`src/rtl/t0rx_pkg.sv`:
```
// Shared types for the T=0 receiver.
// Assumes: nothing beyond IEEE 1800-2017.
package t0rx_pkg;
    typedef enum logic [2:0] {
        RX_IDLE,
        RX_START,
        RX_DATA,
        RX_PARITY,
        RX_TAIL,
        RX_ERRBIT
    } rx_state_e;

    localparam int DATA_BITS = 8;
endpackage

```
`src/rtl/t0rx_line_sync.sv`:
```
// Double-flop synchronizer for the shared I/O line.
// Assumes: the line idles high, so the flops reset to 1.
module t0rx_line_sync #(
    parameter int STAGES = 2
) (
    input  logic clk,
    input  logic rst_n,
    input  logic line_async,
    output logic line_sync
);
    logic [STAGES-1:0] pipe_q;

    // Shift the line level through the synchronizer stages.
    generate
        if (STAGES == 1) begin : g_one
            always_ff @(posedge clk) begin
                if (!rst_n) pipe_q <= '1;
                else        pipe_q <= line_async;
            end
        end else begin : g_many
            always_ff @(posedge clk) begin
                if (!rst_n) pipe_q <= '1;
                else        pipe_q <= {pipe_q[STAGES-2:0], line_async};
            end
        end
    endgenerate

    assign line_sync = pipe_q[STAGES-1];
endmodule

```
`src/rtl/t0rx_frame_sampler.sv`:
```
// Character framing: start qualification, mid-bit sampling, parity check,
// and the error-bit window.
// Assumes: os_tick pulses OVS times per bit; OVS is even and at least 4;
// inhibit_nack is steady during a character.
module t0rx_frame_sampler
    import t0rx_pkg::*;
#(
    parameter int OVS = 8
) (
    input  logic                 clk,
    input  logic                 rst_n,
    input  logic                 os_tick,
    input  logic                 line,
    input  logic                 inhibit_nack,
    output logic                 char_done,
    output logic                 char_bad,
    output logic                 char_inh,
    output logic [DATA_BITS-1:0] char_data,
    output logic                 drive_low
);
    localparam int CNT_W = $clog2(OVS);
    localparam logic [CNT_W-1:0] HALF_LAST = CNT_W'(OVS / 2 - 1);
    localparam logic [CNT_W-1:0] FULL_LAST = CNT_W'(OVS - 1);
    localparam int IDX_W = $clog2(DATA_BITS);
    localparam logic [IDX_W-1:0] IDX_LAST = IDX_W'(DATA_BITS - 1);

    rx_state_e              state_q;
    logic [CNT_W-1:0]       tick_cnt_q;
    logic [IDX_W-1:0]       bit_idx_q;
    logic [DATA_BITS-1:0]   shift_q;
    logic                   nack_pend_q;
    logic                   bad_now;

    // Parity outcome of the bit being sampled in the parity slot (even parity).
    assign bad_now = (^shift_q) ^ line;

    // Main framing state machine with tick counter and shift register.
    always_ff @(posedge clk) begin
        if (!rst_n) begin
            state_q     <= RX_IDLE;
            tick_cnt_q  <= '0;
            bit_idx_q   <= '0;
            shift_q     <= '0;
            nack_pend_q <= 1'b0;
            char_done   <= 1'b0;
            char_bad    <= 1'b0;
            char_inh    <= 1'b0;
            char_data   <= '0;
        end else begin
            char_done <= 1'b0;
            if (os_tick) begin
                case (state_q)
                    RX_IDLE: begin
                        tick_cnt_q <= '0;
                        if (!line) state_q <= RX_START;
                    end
                    RX_START: begin
                        if (tick_cnt_q == HALF_LAST) begin
                            tick_cnt_q <= '0;
                            bit_idx_q  <= '0;
                            state_q    <= line ? RX_IDLE : RX_DATA;
                        end else begin
                            tick_cnt_q <= tick_cnt_q + 1'b1;
                        end
                    end
                    RX_DATA: begin
                        if (tick_cnt_q == FULL_LAST) begin
                            tick_cnt_q <= '0;
                            shift_q    <= {line, shift_q[DATA_BITS-1:1]};
                            if (bit_idx_q == IDX_LAST) state_q <= RX_PARITY;
                            else bit_idx_q <= bit_idx_q + 1'b1;
                        end else begin
                            tick_cnt_q <= tick_cnt_q + 1'b1;
                        end
                    end
                    RX_PARITY: begin
                        if (tick_cnt_q == FULL_LAST) begin
                            tick_cnt_q  <= '0;
                            char_done   <= 1'b1;
                            char_bad    <= bad_now;
                            char_inh    <= bad_now & inhibit_nack;
                            char_data   <= shift_q;
                            nack_pend_q <= bad_now & ~inhibit_nack;
                            state_q     <= RX_TAIL;
                        end else begin
                            tick_cnt_q <= tick_cnt_q + 1'b1;
                        end
                    end
                    RX_TAIL: begin
                        if (tick_cnt_q == HALF_LAST) begin
                            tick_cnt_q <= '0;
                            state_q    <= nack_pend_q ? RX_ERRBIT : RX_IDLE;
                        end else begin
                            tick_cnt_q <= tick_cnt_q + 1'b1;
                        end
                    end
                    RX_ERRBIT: begin
                        if (tick_cnt_q == FULL_LAST) begin
                            tick_cnt_q  <= '0;
                            nack_pend_q <= 1'b0;
                            state_q     <= RX_IDLE;
                        end else begin
                            tick_cnt_q <= tick_cnt_q + 1'b1;
                        end
                    end
                    default: state_q <= RX_IDLE;
                endcase
            end
        end
    end

    // Open-drain pull-down active only during the error-bit window.
    assign drive_low = (state_q == RX_ERRBIT);

    // the error bit is never driven while a character is being completed.
    a_r3_no_commit_while_driving: assert property (@(posedge clk) disable iff (!rst_n)
        drive_low |-> !char_done);

    // the error bit starts only after a character flagged bad without inhibit.
    a_r3_drive_needs_bad: assert property (@(posedge clk) disable iff (!rst_n)
        $rose(drive_low) |-> (char_bad && !char_inh));
endmodule

```
`src/rtl/t0rx_err_counter.sv`:
```
// Saturating parity-error counter with clear-on-read.
// Assumes: rd_clr is a single-cycle pulse; an error in the clearing
// cycle is kept as a count of one.
module t0rx_err_counter #(
    parameter int CNT_W = 8
) (
    input  logic             clk,
    input  logic             rst_n,
    input  logic             incr,
    input  logic             rd_clr,
    output logic [CNT_W-1:0] count
);
    localparam logic [CNT_W-1:0] CNT_MAX = '1;

    // Count errors, hold at the maximum, clear on read.
    always_ff @(posedge clk) begin
        if (!rst_n)                          count <= '0;
        else if (rd_clr)                     count <= incr ? CNT_W'(1) : '0;
        else if (incr && (count != CNT_MAX)) count <= count + 1'b1;
    end

    // a full counter stays full until read.
    a_r9_no_wrap: assert property (@(posedge clk) disable iff (!rst_n)
        (count == CNT_MAX && !rd_clr) |=> (count == CNT_MAX));

    // a read without a concurrent error leaves zero.
    a_r8_clear_on_read: assert property (@(posedge clk) disable iff (!rst_n)
        (rd_clr && !incr) |=> (count == '0));
endmodule

```
`src/rtl/t0rx_status.sv`:
```
// Holding register and status flags.
// Assumes: char_done is a one-cycle pulse with char_bad/char_inh/char_data valid.
module t0rx_status #(
    parameter int DW = 8
) (
    input  logic          clk,
    input  logic          rst_n,
    input  logic          char_done,
    input  logic          char_bad,
    input  logic          char_inh,
    input  logic [DW-1:0] char_data,
    input  logic          rd_data_stb,
    input  logic          clr_status_stb,
    output logic [DW-1:0] rx_data,
    output logic          rx_ready,
    output logic          parity_err,
    output logic          nack_inh
);
    logic store_en;
    logic good_char;

    assign good_char = char_done & ~char_bad;
    assign store_en  = good_char | (char_done & char_inh);

    // Holding register: loads good characters and inhibited bad ones.
    always_ff @(posedge clk) begin
        if (!rst_n)        rx_data <= '0;
        else if (store_en) rx_data <= char_data;
    end

    // Ready flag: set by a good character, cleared by a data read.
    always_ff @(posedge clk) begin
        if (!rst_n)           rx_ready <= 1'b0;
        else if (good_char)   rx_ready <= 1'b1;
        else if (rd_data_stb) rx_ready <= 1'b0;
    end

    // Sticky error flags, cleared only by the status command.
    always_ff @(posedge clk) begin
        if (!rst_n) begin
            parity_err <= 1'b0;
            nack_inh   <= 1'b0;
        end else begin
            if (char_done && char_bad && !char_inh) parity_err <= 1'b1;
            else if (clr_status_stb)                parity_err <= 1'b0;
            if (char_done && char_inh)              nack_inh   <= 1'b1;
            else if (clr_status_stb)                nack_inh   <= 1'b0;
        end
    end

    // the inhibited-error flag survives everything but the clear command.
    a_r6_nack_sticky: assert property (@(posedge clk) disable iff (!rst_n)
        (nack_inh && !clr_status_stb) |=> nack_inh);

    // the parity-error flag is equally sticky.
    a_r6_perr_sticky: assert property (@(posedge clk) disable iff (!rst_n)
        (parity_err && !clr_status_stb) |=> parity_err);

    // an inhibited bad character does not raise ready.
    a_r5_inh_no_ready: assert property (@(posedge clk) disable iff (!rst_n)
        (char_done && char_inh && !rx_ready) |=> !rx_ready);

    // a bad character with the error bit sent leaves the holding register alone.
    a_r4_bad_not_stored: assert property (@(posedge clk) disable iff (!rst_n)
        (char_done && char_bad && !char_inh) |=> $stable(rx_data));
endmodule

```
`src/rtl/t0_char_rx.sv`:
```
// Top level of the T=0 character receiver: synchronizer, framing,
// error counter and status/holding register.
// Assumes: os_tick is generated elsewhere at OVS pulses per bit time.
module t0_char_rx #(
    parameter int OVS         = 8,
    parameter int SYNC_STAGES = 2,
    parameter int ERR_W       = 8
) (
    input  logic             clk,
    input  logic             rst_n,
    input  logic             os_tick,
    input  logic             line_in,
    input  logic             inhibit_nack,
    input  logic             rd_data_stb,
    input  logic             rd_err_stb,
    input  logic             clr_status_stb,
    output logic             line_drive_low,
    output logic [7:0]       rx_data,
    output logic             rx_ready,
    output logic             parity_err,
    output logic             nack_inh,
    output logic [ERR_W-1:0] err_count
);
    import t0rx_pkg::*;

    logic                 line_s;
    logic                 char_done;
    logic                 char_bad;
    logic                 char_inh;
    logic [DATA_BITS-1:0] char_data;

    t0rx_line_sync #(.STAGES(SYNC_STAGES)) u_sync (
        .clk        (clk),
        .rst_n      (rst_n),
        .line_async (line_in),
        .line_sync  (line_s)
    );

    t0rx_frame_sampler #(.OVS(OVS)) u_frame (
        .clk          (clk),
        .rst_n        (rst_n),
        .os_tick      (os_tick),
        .line         (line_s),
        .inhibit_nack (inhibit_nack),
        .char_done    (char_done),
        .char_bad     (char_bad),
        .char_inh     (char_inh),
        .char_data    (char_data),
        .drive_low    (line_drive_low)
    );

    t0rx_err_counter #(.CNT_W(ERR_W)) u_errcnt (
        .clk    (clk),
        .rst_n  (rst_n),
        .incr   (char_done & char_bad),
        .rd_clr (rd_err_stb),
        .count  (err_count)
    );

    t0rx_status #(.DW(DATA_BITS)) u_status (
        .clk            (clk),
        .rst_n          (rst_n),
        .char_done      (char_done),
        .char_bad       (char_bad),
        .char_inh       (char_inh),
        .char_data      (char_data),
        .rd_data_stb    (rd_data_stb),
        .clr_status_stb (clr_status_stb),
        .rx_data        (rx_data),
        .rx_ready       (rx_ready),
        .parity_err     (parity_err),
        .nack_inh       (nack_inh)
    );
endmodule

```
`config.mk`:
```
export PLATFORM = sky130hd
export DESIGN_NAME = t0_char_rx
export DESIGN_NICKNAME = d
export VERILOG_FILES = /design/src/rtl/t0rx_pkg.sv /design/src/rtl/t0rx_line_sync.sv /design/src/rtl/t0rx_frame_sampler.sv /design/src/rtl/t0rx_err_counter.sv /design/src/rtl/t0rx_status.sv /design/src/rtl/t0_char_rx.sv
export SDC_FILE = /design/constraint.sdc
export NUM_CORES = 1
export LEC_CHECK = 0
export ABC_AREA = 1
export BUFFER_PORTS_ARGS = -buffer_cell sky130_fd_sc_hd__buf_2
export CAP_MARGIN = 20
export CORE_MARGIN = 1
export CORE_UTILIZATION = 57
export CTS_CLUSTER_SIZE = 25
export DETAILED_ROUTE_END_ITERATION = 10
export PLACE_DENSITY_LB_ADDON = 0.25
export SLEW_MARGIN = 0
export SYNTH_ARGS = -nofsm -noshare
export SYNTH_HDL_FRONTEND = slang
export SYNTH_SLANG_ARGS = --single-unit
```
`constraint.sdc`:
```
create_clock -name clk -period 2.02 [get_ports clk]
set_clock_uncertainty 0.15 [all_clocks]
set_input_delay 0 -clock clk [delete_from_list [all_inputs] [get_ports clk]]
set_output_delay 0 -clock clk [all_outputs]
set_load 0.01 [all_outputs]
```
==> results of run 1 <==
## placed cells by master, fill, tap and decap left out, types with 2 or more instances in the layout
cell type,instances
a21oi_1,36
buf_2,27
inv_2,2
clkbuf_8,5
nor2_1,39
nand4_1,2
dfxtp_1,50
dlygate4sd3_1,7
ha_1,7
buf_4,3
inv_1,43
o21ai_1,2
nor2_2,2
o21ai_0,31
nand3_1,14
nor2_4,2
nor3_1,2
or2_2,3
o21a_1,2
nand2_2,5
nand2_1,61
## worst reg2reg max path: stages (launching register included)
cell and delay (ns):
dfxtp_1 0.41, ha_1 0.20, nand2_1 0.07, inv_1 0.06, nand2_1 0.09, nor2_2 0.16, nand2_1 0.09, nand2_2 0.11
nand2_2 0.09, inv_1 0.07, nor2_1 0.05, nor3_1 0.17
## worst min-delay path by stage
| stage | cells after the start | slack [ns] | to |
|---|---|---|---|
| 6_report | 1 | 0.27 | u_sync.pipe_q[1] |
| 5_1_grt | 1 | 0.29 | u_sync.pipe_q[1] |
| 4_1_cts | 1 | 0.28 | u_sync.pipe_q[1] |
| 3_5_place_dp | 2 | 0.06 | u_sync.pipe_q[0] |
| 3_3_place_gp | 2 | 0.05 | u_sync.pipe_q[0] |
| 2_1_floorplan | 1 | -0.04 | u_sync.pipe_q[0] |
## metal layers
| layer | share of wire (%) | GRT usage [%] |
|---|---|---|
| met5 | 0 | 0 |
| met4 | 1.6 | 8.15 |
| met3 | 3.2 | 5.90 |
| met2 | 46 | 40.3 |
| met1 | 49 | 29.5 |
## report_power, final
part	switching [mW]	internal (mW)	leakage [nW]	total (mW)
Combinational	0.0507	0.0375	0.818	0.0882
Sequential	0.00635	0.991	0.403	0.997
Clock	0.315	0.238	0.0373	0.553
## through the flow
step | utilization (%) | setup WS (ns)
6_report | 69.9 | 0.220
5_1_grt | 69.9 | 0.00194
4_1_cts | 69.8 | 0.159
3_5_place_dp | 65.8 | 0.166
3_3_place_gp | 65.8 | 0.267
2_1_floorplan | - | 0.389
## cell type report
| cell class | count | area (sq um) |
|---|---|---|
| inverter | 45 | 169 |
| timing repair buffer | 37 | 228 |
| sequential | 50 | 1000 |
| tap | 48 | 60.1 |
| clock buffer | 6 | 72.6 |
| multi-input combinational | 218 | 1100 |
| clock inverter | 1 | 7.51 |
| fill | 317 | 1130 |
## kinds of logic after synthesis
| logic type | after synthesis | share of synthesized area [%] |
|---|---|---|
| compound gates | 77 | 18.0 |
| xor+xnor | 2 | 0.759 |
| fa+ha+maj | 7 | 3.79 |
| buf+inv | 52 | 9.32 |
| flops | 50 | 43.3 |
| simple gates | 132 | 24.8 |
## sequential cells by signal, summed over array words and instances (netlist names)
signal,flops
u_status.nack_inh,1
u_errcnt.count,8
u_frame.nack_pend_q,1
u_frame.char_bad,1
u_frame.state_q,3
u_frame.char_inh,1
u_sync.pipe_q,2
u_frame.char_done,1
u_status.rx_data,8
u_frame.bit_idx_q,3
u_frame.char_data,8
u_status.rx_ready,1
u_frame.shift_q,8
u_frame.tick_cnt_q,3
u_status.parity_err,1
## synth_stat cells
cell / n
o21a_1: 2
inv_2: 2
a211oi_1: 1
nor2_2: 2
buf_4: 1
clkbuf_2: 1
o22ai_1: 1
xor2_1: 1
o22ai_4: 1
or2_2: 3
nor3_1: 2
nor2_4: 2
ha_1: 7
o21ai_0: 31
a21oi_1: 37
clkbuf_1: 3
nand4_1: 2
dfxtp_1: 50
nand3_1: 14
nand2_2: 4
or2_1: 1
nor2_1: 39
xnor2_1: 1
inv_1: 43
a2bb2oi_1: 1
nor3_4: 1
o21ai_1: 2
buf_6: 2
o211ai_1: 1
nand2_1: 62
## timing repair
item                                    CTS  global route
resized for setup                         0             2
hold buffers                              7             0
endpoints found under the hold margin    16             0
endpoints found under the setup margin    0             7
==> reports/metrics.csv, run 1 <==
metric;value;unit
status;completed;
Critical Path Start Type;flop;
Critical R2R Capture;u_errcnt.count[2];
final hold violation count;0;
Critical-path top delay cell;dfxtp_1;
layout cells sized above 1;14.8;%
Antenna Violating Nets Remaining;0;
Critical Path End;u_errcnt.count[2];
routed len/inst;11.4;um
Yosys top cell area share;43.3;%
largest cells by area after synthesis;dfxtp_1 43%, nand2_1 10%, a21oi_1 8.0%;
Max Cap Violations;0;
initial drt markers;97;
fmax;556;MHz
Root Driver;clkbuf_8;
CTS tree;yes;
Vias;2029;
crit path from;u_errcnt.count[0];
Seq cells post-synth;50;
DR pass1 iterations;4;
Die Span X;65.7;um
post-synthesis sequential area ratio;43.3;%
Most common cell on crit path;nand2_1;
clock sinks;50;
global-route wire length before repair;7.94;mm
vias in the first global route;1827;
dpl cells;391;
Hold Path Origin;u_sync.pipe_q[0];
pin count of the biggest net entering global routing;29;
R2R setup slack;0.22;ns
GRT Overall Usage;24.0;%
# rows;22;
Yosys cell types;30;
Leakage;1.26;nW
Worst Path Class, Setup;flop to flop;
mapped cell area;2310;sq um
initial antenna violation count;0;
Post-Layout Cell Count;405;
R2R cell count;11;
YS warnings;0;
WP data arrival;1.87;ns
biggest area consumer among synthesized cells;dfxtp_1;
Req. time, crit path;2.09;ns
final setup violating endpoints;0;
diode count;0;
Slew @ Worst Pin;0.388;ns
post-layout min period;1.80;ns
Pwr Density;621;nW/um^2
unrepaired setup endpoints after global routing;no;
Num CTS Buffers;5;
Finished Cell Area;2640;sq um
Cell Chain, Critical Path;ha_1, nand2_1, inv_1, nand2_1, nor2_2, nand2_1, nand2_2, nand2_2, inv_1, nor2_1, nor3_1;
worst path buffer plus inverter count;2;
Syn-to-layout area delta;14.2;%
Port Buf Inserts;27;
Clock Tree Buf Depth;2;
CORE AREA;3770;sq um
routed wire length;4.62;mm
CP Depth;11;
I/O Pins;28;
drt drc;0;
Final Cycle Share;89.1;%
GRT Residual Overflow;0;
worst skew pair latency;0.31;ns
max incr delay on CP;0.41;ns
Peak VDD IR;571;uV
Post-DP Area;2480;sq um
postcts setup bufs;0;
Min Hold Slack;0.272;ns
DIE HEIGHT;65.7;um
Mapped Nets;335;
drt via density;5.01;
CP max FO;5;
Starting Density;61.2;%
setup TNS;0;ns
Worst Hold Class;flop to flop;
cell count after synthesis;320;
Max-slew headroom;74.2;%
Final GP Congestion;0.863;
Net count, final;372;
CP endpoint kind;flop;
Clock transition at path regs;0.09;ns
Pwr Total;1.64;mW
Die Area;4310;sq um
CTS H-tree depth;2;
Post-Synthesis Mean Instance Area;7.22;sq um
Slew Limit Fails;0;
Detail Placement HPWL;3.36;mm
cell family with most CP delay;simple AND/OR/NAND/NOR gates;
Crit Reg-Reg Startpoint;u_errcnt.count[0];
Power figures use the tool's default switching activity.
==> run 2: changes to the inputs <==
- CELL_PAD_IN_SITES_DETAIL_PLACEMENT: default -> 1
- CELL_PAD_IN_SITES_GLOBAL_PLACEMENT: default -> 1
- CORE_UTILIZATION: 57 -> 41
==> reports/metrics.csv, run 2 (synthesized netlist as in run 1, its figures left out) <==
metric;value;unit;change
GRT Overall Usage;20.8;%;-3.2 points
Die Area;5940;sq um;+38%
I/O Pins;28;;unchanged
CP max FO;9;;+4
setup TNS;0;ns;unchanged
Starting Density;43.8;%;-17 points
Pwr Total;1.69;mW;+3.2%
Slew Limit Fails;0;;unchanged
vias in the first global route;2206;;+21%
Detail Placement HPWL;4.13;mm;+23%
Final Cycle Share;90.1;%;+0.97 points
# rows;26;;+18%
unrepaired setup endpoints after global routing;no;;
Max Cap Violations;0;;unchanged
GRT Residual Overflow;0;;unchanged
Hold Crit Depth;5;;+4
drt via density;4.99;;-0.38%
crit path from;u_frame.tick_cnt_q[0];;
Peak VDD IR;284;uV;-50%
Fill cells;729;;+130%
CORE AREA;5270;sq um;+40%
WP data arrival;1.90;ns;+0.03 ns
Num CTS Buffers;5;;unchanged
CP endpoint kind;flop;;
FF+latch area;1000;sq um;unchanged
Leakage;1.28;nW;+1.5%
commonest non-fill, non-tap cells in the layout;61 x nand2_1, 50 x dfxtp_1, 43 x inv_1;;
Max-slew headroom;74.9;%;+0.71 points
Crit Reg-Reg Startpoint;u_frame.tick_cnt_q[0];;
global-route wire length before repair;9.75;mm;+23%
CTS H-tree depth;2;;unchanged
Root Driver;clkbuf_8;;
initial drt markers;76;;-22%
pin count of the biggest net entering global routing;29;;unchanged
R2R cell count;7;;-4
layout cells sized above 1;15.3;%;+0.47 points
initial antenna violation count;0;;unchanged
Port Buf Inserts;27;;unchanged
drt drc;0;;unchanged
final setup violating endpoints;0;;unchanged
commonest non-fill, non-tap cell in the layout;nand2_1;;
Vias;2141;;+5.5%
Antenna Violating Nets Remaining;0;;unchanged
Net count, final;373;;+0.27%
Hold Path Origin;os_tick;;
footprint of the multi-input gates;1100;sq um;-0.34%
Req. time, crit path;2.10;ns;about the same
Critical Path Start Type;flop;;
Min Hold Slack;-0.00462;ns;-0.276 ns
Die Span X;77.1;um;+17%
clock sinks;50;;unchanged
fmax;550;MHz;-1.1%
Pwr Density;632;nW/um^2;+1.7%
failing checks;negative hold slack;;
Clock Tree Buf Depth;2;;unchanged
Syn-to-layout area delta;15.9;%;
worst skew pair latency;0.30;ns;about the same
routed len/inst;13.0;um;+14%
post-layout min period;1.82;ns;+0.0196 ns
routed wire length;5.59;mm;+21%
status;finished, violations left;;
final hold violation count;2;;+2
Worst Hold Class;input port to flop;;
CTS tree;yes;;
diode count;0;;unchanged
Slew @ Worst Pin;0.377;ns;-0.0106 ns
DR pass1 iterations;4;;unchanged
Clock transition at path regs;0.09;ns;about the same
Final GP Congestion;0.782;;-9.4%
DIE HEIGHT;77.1;um;+17%
Worst Path Class, Setup;flop to flop;;
[run 2: layer usage]
metal / vias to the layer above / GRT usage, % / wire length [um] / share of wire, %
met2: 26 / 36.9 / 2730 / 49
met1: 1007 / 24.2 / 2630 / 47
met5: - / 0 / 0 / 0
met3: 9 / 4.52 / 137 / 2.4
li1: 1099 / - / - / -
met4: 0 / 8.11 / 99 / 1.8
[run 2: worst max-delay path: stages, from the launching register on]
cell and delay, ns:
dfxtp_1 0.36, ha_1 0.21, ha_1 0.25, nand2_1 0.12, nor2_2 0.23, buf_4 0.20, o21ai_0 0.08, a21oi_1 0.15
[run 2: path summary, 6_finish.rpt]
path / end / slack [ns]
setup / recovery: u_frame.char_data[2] / 0.20
hold / removal: u_frame.bit_idx_q[2] / -0.005
setup reg to reg: u_frame.char_data[2] / 0.20
hold reg to reg: u_sync.pipe_q[1] / 0.27
[run 2: stage by stage]
| step | cells | cell area, sq um | worst slack (ns) | util, % |
|---|---|---|---|---|
| 2_1_floorplan | 320 | 2310 | 0.389 | - |
| 3_3_place_gp | 415 | 2520 | 0.199 | 47.9 |
| 3_5_place_dp | 415 | 2520 | 0.0684 | 47.9 |
| 4_1_cts | 429 | 2680 | 0.0202 | 50.8 |
| 5_1_grt | 429 | 2680 | 0.0288 | 50.8 |
| 6_report | 429 | 2680 | 0.200 | 50.8 |
[run 2: repair_timing]
action | CTS | global route
buffers inserted | 0 | 0
resized for setup | 0 | 1
hold buffers | 6 | 0
setup endpoints to repair | 0 | 8
endpoints found under the hold margin | 17 | 0
[run 2: power breakdown]
| part | switching (mW) | internal, mW | total [mW] |
|---|---|---|---|
| Sequential | 0.00690 | 0.991 | 0.998 |
| Clock | 0.326 | 0.277 | 0.603 |
| Combinational | 0.0538 | 0.0363 | 0.0901 |
[run 2: layout make-up]
| type | instances | share of cell area (%) |
|---|---|---|
| Clock buffer | 7 | 3.22 |
| Clock inverter | 1 | 0.187 |
| Sequential cell | 50 | 37.4 |
| Multi-Input combinational cell | 218 | 40.9 |
| Timing Repair Buffer | 38 | 8.69 |
| Tap cell | 70 | 3.27 |
| Inverter | 45 | 6.31 |
==> run 3: changes to the inputs <==
- MAX_ROUTING_LAYER: default -> met4
==> reports/metrics.csv, run 3 (synthesized netlist as in run 1, its figures left out) <==
metric;value;unit;change
failing checks;negative hold slack;;
Root Driver;clkbuf_8;;
DIE HEIGHT;77.1;um;unchanged
Max Cap Violations;0;;unchanged
Slew @ Worst Pin;0.377;ns;unchanged
Clock transition at path regs;0.09;ns;about the same
Worst Path Class, Setup;flop to flop;;
CP max FO;9;;unchanged
Worst Hold Endpoint;u_frame.bit_idx_q[2];;
Finished Cell Area;2680;sq um;unchanged
global-route wire length before repair;9.78;mm;+0.29%
final setup violating endpoints;0;;unchanged
Max-slew headroom;74.9;%;unchanged
CTS tree;yes;;
routed wire length;5.61;mm;+0.29%
clock power share;35.8;%;about the same
clock sinks;50;;unchanged
Logic pwr share;5.3;%;about the same
dpl cells;415;;unchanged
final hold violation count;2;;unchanged
Critical R2R Capture;u_frame.char_data[2];;
R2R setup slack;0.20;ns;about the same
Antenna Violating Nets Remaining;0;;unchanged
Num CTS Buffers;5;;unchanged
NetSw;390;uW;+0.83%
worst skew pair latency;0.31;ns;about the same
Die Span X;77.1;um;unchanged
WP data arrival;1.91;ns;about the same
Hold Path Origin;os_tick;;
crit path from;u_frame.tick_cnt_q[0];;
Detail Placement HPWL;4.13;mm;unchanged
Sw Share;23.0;%;+0.15 points
status;finished, violations left;;
drt drc;0;;unchanged
vias in the first global route;2204;;-0.091%
CTS H-tree depth;2;;unchanged
Peak VDD IR;284;uV;about the same
Crit Reg-Reg Startpoint;u_frame.tick_cnt_q[0];;
Final GP Congestion;0.793;;+1.4%
DR pass1 iterations;4;;unchanged
Syn-to-layout area delta;15.9;%;unchanged
GRT Residual Overflow;0;;unchanged
initial drt markers;82;;+7.9%
CORE AREA;5270;sq um;unchanged
setup TNS;0;ns;unchanged
unrepaired setup endpoints after global routing;no;;
Fill cells;729;;unchanged
Min Hold Slack;-0.00790;ns;-0.00327 ns
Req. time, crit path;2.11;ns;about the same
GRT Overall Usage;21.4;%;+0.62 points
Slew Limit Fails;0;;unchanged
Pint;1.30;mW;unchanged
post-layout min period;1.82;ns;-0.000256 ns
initial antenna violation count;0;;unchanged
diode count;0;;unchanged
Post-DP Area;2520;sq um;unchanged
Worst Hold Class;input port to flop;;
Core Util, Final;50.8;%;unchanged
routed len/inst;13.1;um;+0.29%
Post-Layout Cell Count;429;;unchanged
Net count, final;373;;unchanged
Vias;2145;;+0.19%
# rows;26;;unchanged
R2R cell count;7;;unchanged
layout cells sized above 1;15.3;%;unchanged
commonest non-fill, non-tap cell in the layout;nand2_1;;
pin count of the biggest net entering global routing;29;;unchanged
Hold Crit Depth;5;;unchanged
Die Area;5940;sq um;unchanged
Final Cycle Share;90.1;%;about the same
Port Buf Inserts;27;;unchanged
drt via density;5.00;;+0.19%
commonest non-fill, non-tap cells in the layout;61 x nand2_1, 50 x dfxtp_1, 43 x inv_1;;
Starting Density;43.8;%;unchanged
Pwr Density;633;nW/um^2;+0.19%
Clock Tree Buf Depth;2;;unchanged
sequential share of power;58.9;%;about the same
fmax;550;MHz;about the same
I/O Pins;28;;unchanged
Critical Path Start Type;flop;;
Leakage;1.28;nW;unchanged
CP endpoint kind;flop;;
==> run 3: repair_timing <==
action                     4_1_cts  5_1_grt
hold buffers                     6        0
buffers inserted                 0        0
resized for setup                0        1
setup endpoints to repair        0        8
hold endpoints to repair        17        0
==> run 3: layer usage <==
layer  up-vias  track usage, %  wire [um]
met5         -               -          0
met4         0            8.11        107
met3         8            4.52        130
met2        28            36.9       2750
met1      1010            24.3       2630
li1       1099               -          -
==> run 3: metrics by stage <==
step           total power [mW]  setup slack [ns]
2_1_floorplan              1.07             0.389
4_1_cts                    1.72            0.0202
5_1_grt                    1.77            0.0304
3_5_place_dp               1.10            0.0684
3_3_place_gp               1.10             0.199
6_report                   1.69             0.201
==> run 3: worst max-delay path: stages (launching register included) <==
cell	delay, ns
dfxtp_1	0.36
ha_1	0.21
ha_1	0.25
nand2_1	0.12
nor2_2	0.23
buf_4	0.20
o21ai_0	0.08
a21oi_1	0.15
==> run 3: worst max path at each step <==
stage,endpoint,slack (ns),cells past startpoint
6_report,u_frame.char_data[2],0.20,7
5_1_grt,u_frame.char_data[2],0.03,7
4_1_cts,u_frame.shift_q[3],0.02,7
3_5_place_dp,u_frame.shift_q[0],0.07,7
3_3_place_gp,u_frame.shift_q[6],0.20,7
2_1_floorplan,u_errcnt.count[5],0.39,11
==> run 3: area by class of cell <==
cell class	instances	area (sq um)	share of cell area, %
inverter	45	169	6.31
timing repair buffer	38	233	8.69
clock buffer	7	86.3	3.22
multi-input combinational	218	1100	40.9
sequential	50	1000	37.4
tap	70	87.6	3.27
clock inverter	1	5.00	0.187
==> run 3: power by group through the flow <==
| stage | clock network [mW] | registers (mW) | logic, mW |
|---|---|---|---|
| 3_3_place_gp | 0 | 1.02 | 0.0777 |
| 6_report | 0.606 | 0.998 | 0.0900 |
| 3_5_place_dp | 0 | 1.02 | 0.0807 |
| 4_1_cts | 0.627 | 0.998 | 0.0901 |
| 5_1_grt | 0.671 | 1.00 | 0.102 |
| 2_1_floorplan | 0 | 1.02 | 0.0556 |
